===== src/rtl/mfc_pkg.sv =====
`timescale 1ns/1ps
package mfc_pkg;

    typedef enum logic [1:0] {
        LAYOUT_LINEAR = 2'd0,
        LAYOUT_LARGE  = 2'd1,
        LAYOUT_SMALL  = 2'd2
    } layout_e;

    // log2 of microtile width in pixels for a bytes-per-pixel code
    function automatic logic [2:0] utile_w_log2(input logic [1:0] pix);
        case (pix)
            2'd0, 2'd1: utile_w_log2 = 3'd3;
            2'd2:       utile_w_log2 = 3'd2;
            default:    utile_w_log2 = 3'd1;
        endcase
    endfunction

    // log2 of microtile height in pixels for a bytes-per-pixel code
    function automatic logic [2:0] utile_h_log2(input logic [1:0] pix);
        utile_h_log2 = (pix == 2'd0) ? 3'd3 : 3'd2;
    endfunction

endpackage


===== src/rtl/mfc_level_sizer.sv =====
`timescale 1ns/1ps
module mfc_level_sizer
    import mfc_pkg::*;
#(
    parameter int DIM_W  = 11,
    parameter int SIZE_W = 2 * (DIM_W + 1) + 3
) (
    input  layout_e           layout,
    input  logic [1:0]        pix,
    input  logic [DIM_W-1:0]  lvl_w,
    input  logic [DIM_W-1:0]  lvl_h,
    output logic [DIM_W:0]    pad_w,
    output logic [DIM_W:0]    pad_h,
    output logic [SIZE_W-1:0] bytes
);
    localparam int AW = DIM_W + 1;

    logic [2:0]    gw, gh;
    logic [AW-1:0] mask_w, mask_h;
    logic [SIZE_W-1:0] row_bytes;

    always_comb begin
        case (layout)
            LAYOUT_LARGE: begin
                gw = utile_w_log2(pix) + 3'd3;
                gh = utile_h_log2(pix) + 3'd3;
            end
            LAYOUT_SMALL: begin
                gw = utile_w_log2(pix);
                gh = utile_h_log2(pix);
            end
            default: begin
                gw = 3'd4 - {1'b0, pix};
                gh = 3'd0;
            end
        endcase
        mask_w    = (AW'(1) << gw) - AW'(1);
        mask_h    = (AW'(1) << gh) - AW'(1);
        pad_w     = (AW'(lvl_w) + mask_w) & ~mask_w;
        pad_h     = (AW'(lvl_h) + mask_h) & ~mask_h;
        row_bytes = SIZE_W'(pad_w) << pix;
        bytes     = row_bytes * SIZE_W'(pad_h);
    end
endmodule


===== config.mk =====
export PLATFORM = sky130hd
export DESIGN_NAME = mfc_level_sizer
export DESIGN_NICKNAME = d
export VERILOG_FILES = /design/src/rtl/mfc_pkg.sv /design/src/rtl/mfc_level_sizer.sv
export SDC_FILE = /design/constraint.sdc
export NUM_CORES = 1
export LEC_CHECK = 0
export ABC_CLOCK_PERIOD_IN_PS = 11800
export BUFFER_PORTS_ARGS = -buffer_cell sky130_fd_sc_hd__buf_2
export CORE_ASPECT_RATIO = 2
export CORE_MARGIN = 8
export CORE_UTILIZATION = 40
export DETAILED_ROUTE_END_ITERATION = 8
export PLACE_DENSITY = 0.57
export SYNTH_ARGS = -nofsm -noshare
export SYNTH_HDL_FRONTEND = slang
export SYNTH_SLANG_ARGS = --single-unit

===== constraint.sdc =====
create_clock -name vclk -period 11.8
set_clock_uncertainty 0.15 [all_clocks]
set_input_delay 0 -clock vclk [all_inputs]
set_output_delay 0 -clock vclk [all_outputs]
set_load 0.02 [all_outputs]

==> out/metrics.yaml <==
status: "finished clean"
critPathLaunchType: "input pin"
cp_common_cell: "fa_1"
n_antenna_cell: 0
arrival_ns: 10.20
rsz0062_at_grt: "false"
fin_util_pct: 44.1
fmax_ghz: 0.0966
finalSetupTns_ns: 0
cap_violations: 0
ys.warnings.count: 0
wirelength_mm: 23.6
antenna_found_initial: 0
grt_pass1_vias: 7669
hold_buffers: 0
end_kind: "primary output"
relSlewSlack_pct: 22.1
synth_cells: 957
min_period_ns: 10.35
gp_congestion: 0.989
crit_buf_inv: 7
start_util_pct: 40.7
die_height_um: 212
crit_type: "in -> out"
rows: 71
dieArea_mm2: 0.0241
drtAntennaViolNets: 0
core_area_mm2: 0.0188
seq_cells: 0
ys_types: 78
vias_per_cell: 5.47
path_delay_family: "adder cells"
vias: 6955
worst_slack_ns: 1.45
cp_max_fo: 22
area.growth.synth_to_final_pct: 8.48
hold_ws_ns: 0.384
setup_viol: 0
yosysMostFrequentCell: "inv_1"
postCtsSetupRepairBufs: 0
clkbuf_count: 0
io_pins: 77
critPathMaxStageDelay_ns: 0.83
dp_slack_ns: 1.49
synth_area_leaders: "fa_1, ha_1, inv_1"
slew_viol_final: 0
final_hold_viol_count: 0
synth_top_area_cell: "fa_1"
synth.cell_area_mm2: 0.00766
drive_gt1_share_pct: 10.6
cts_resized: 0
fin_nets: 1269
synthTopCellsByCount: "inv_1, fa_1, nand2_1"
synth-seq-area-share_pct: 0
initialDrtViolationCount: 388
worstPathRequired_ns: 11.65
hold_class: "in -> out"
wl_per_cell_um: 18.6
syn_avg_cell_area_um2: 8.00
nFillCells: 2052
die_w_um: 114
grt_usage_pct: 20.3
regArea_um2: 0
dp_hpwl_mm: 20.4
io_buffers: 77
synth_top_cell_area_share_pct: 34.5
drc: 0
min_period_over_period_pct: 87.7
grt_pass1_wl_mm: 38.7
worst_pin_slew_ns: 1.16
gr-total-overflow: 0
dr.pass1.iters: 5
cpMaxStageDelayCell: "a221oi_2"
grt_max_degree: 28
per-stage QoR:
stage | cells | cell area (µm²)
after detailed placement | 1271 | 8310
after global routing | 1271 | 8310
after global placement | 1271 | 8310
after floorplan | 962 | 7680
after CTS | 1271 | 8310
final | 1271 | 8310
worst min-delay path, delay by kind of cell:
family,cells,cell delay (ns)
buf+inv,2,0.32
simple gates,1,0.21
routing by layer:
layer	global-route usage, %	up-vias	share of wire [%]
li1	-	3229	-
met1	19.8	3455	33
met2	40.9	202	57
met3	0.885	69	3.3
met4	11.0	0	6.5
met5	0	-	0
worst paths after layout:
check / start / to / slack (ns) / depth (start not counted)
max: pix[0] / bytes[26] / 1.45 / 35
min: lvl_w[0] / pad_w[0] / 0.38 / 3
placed cells by master (no fill, tap or decap), types with 3 or more instances in the layout:
| master | count |
|---|---|
| inv_1 | 168 |
| fa_1 | 132 |
| nand2_1 | 127 |
| ha_1 | 93 |
| buf_2 | 77 |
| nor2_1 | 76 |
| a21oi_1 | 32 |
| and2_1 | 26 |
| nand3_1 | 20 |
| xnor2_1 | 19 |
| nand2b_1 | 16 |
| nor3_1 | 16 |
| o21ai_0 | 15 |
| xor2_1 | 12 |
| a21o_1 | 11 |
| o211ai_1 | 11 |
| o21a_1 | 10 |
| and3_1 | 8 |
| o211a_1 | 8 |
| or3_1 | 7 |
| nor2b_1 | 7 |
| a31oi_1 | 7 |
| o31ai_1 | 7 |
| o21ai_1 | 6 |
| mux2i_1 | 6 |
| inv_2 | 6 |
| conb_1 | 6 |
| buf_4 | 6 |
| a211o_1 | 5 |
| o2111ai_1 | 4 |
| a21boi_0 | 3 |
| and4_1 | 3 |
| o22ai_1 | 3 |
final cells by class:
class              instances  area [µm²]  area share, %
repair buffers            83         430           5.18
multi-input cells        756        6890           83.0
well taps                255         319           3.84
inverters                177         666           8.01
cells by family after synthesis:
kind of cell               count (synthesis)  synth area share (%)
AOI/OAI and AO/OA                        159                  15.1
muxes                                      8                  1.08
other                                      1                0.0490
buffers and inverters                    206                  10.3
and+or+nand+nor                          326                  19.9
xor gates and xnor gates                  32                  3.90
adders and majority gates                225                  49.7
Power is left out: the tool's default activity adds up to more than one toggle a clock period on the data nets, which glitch-free logic cannot reach.
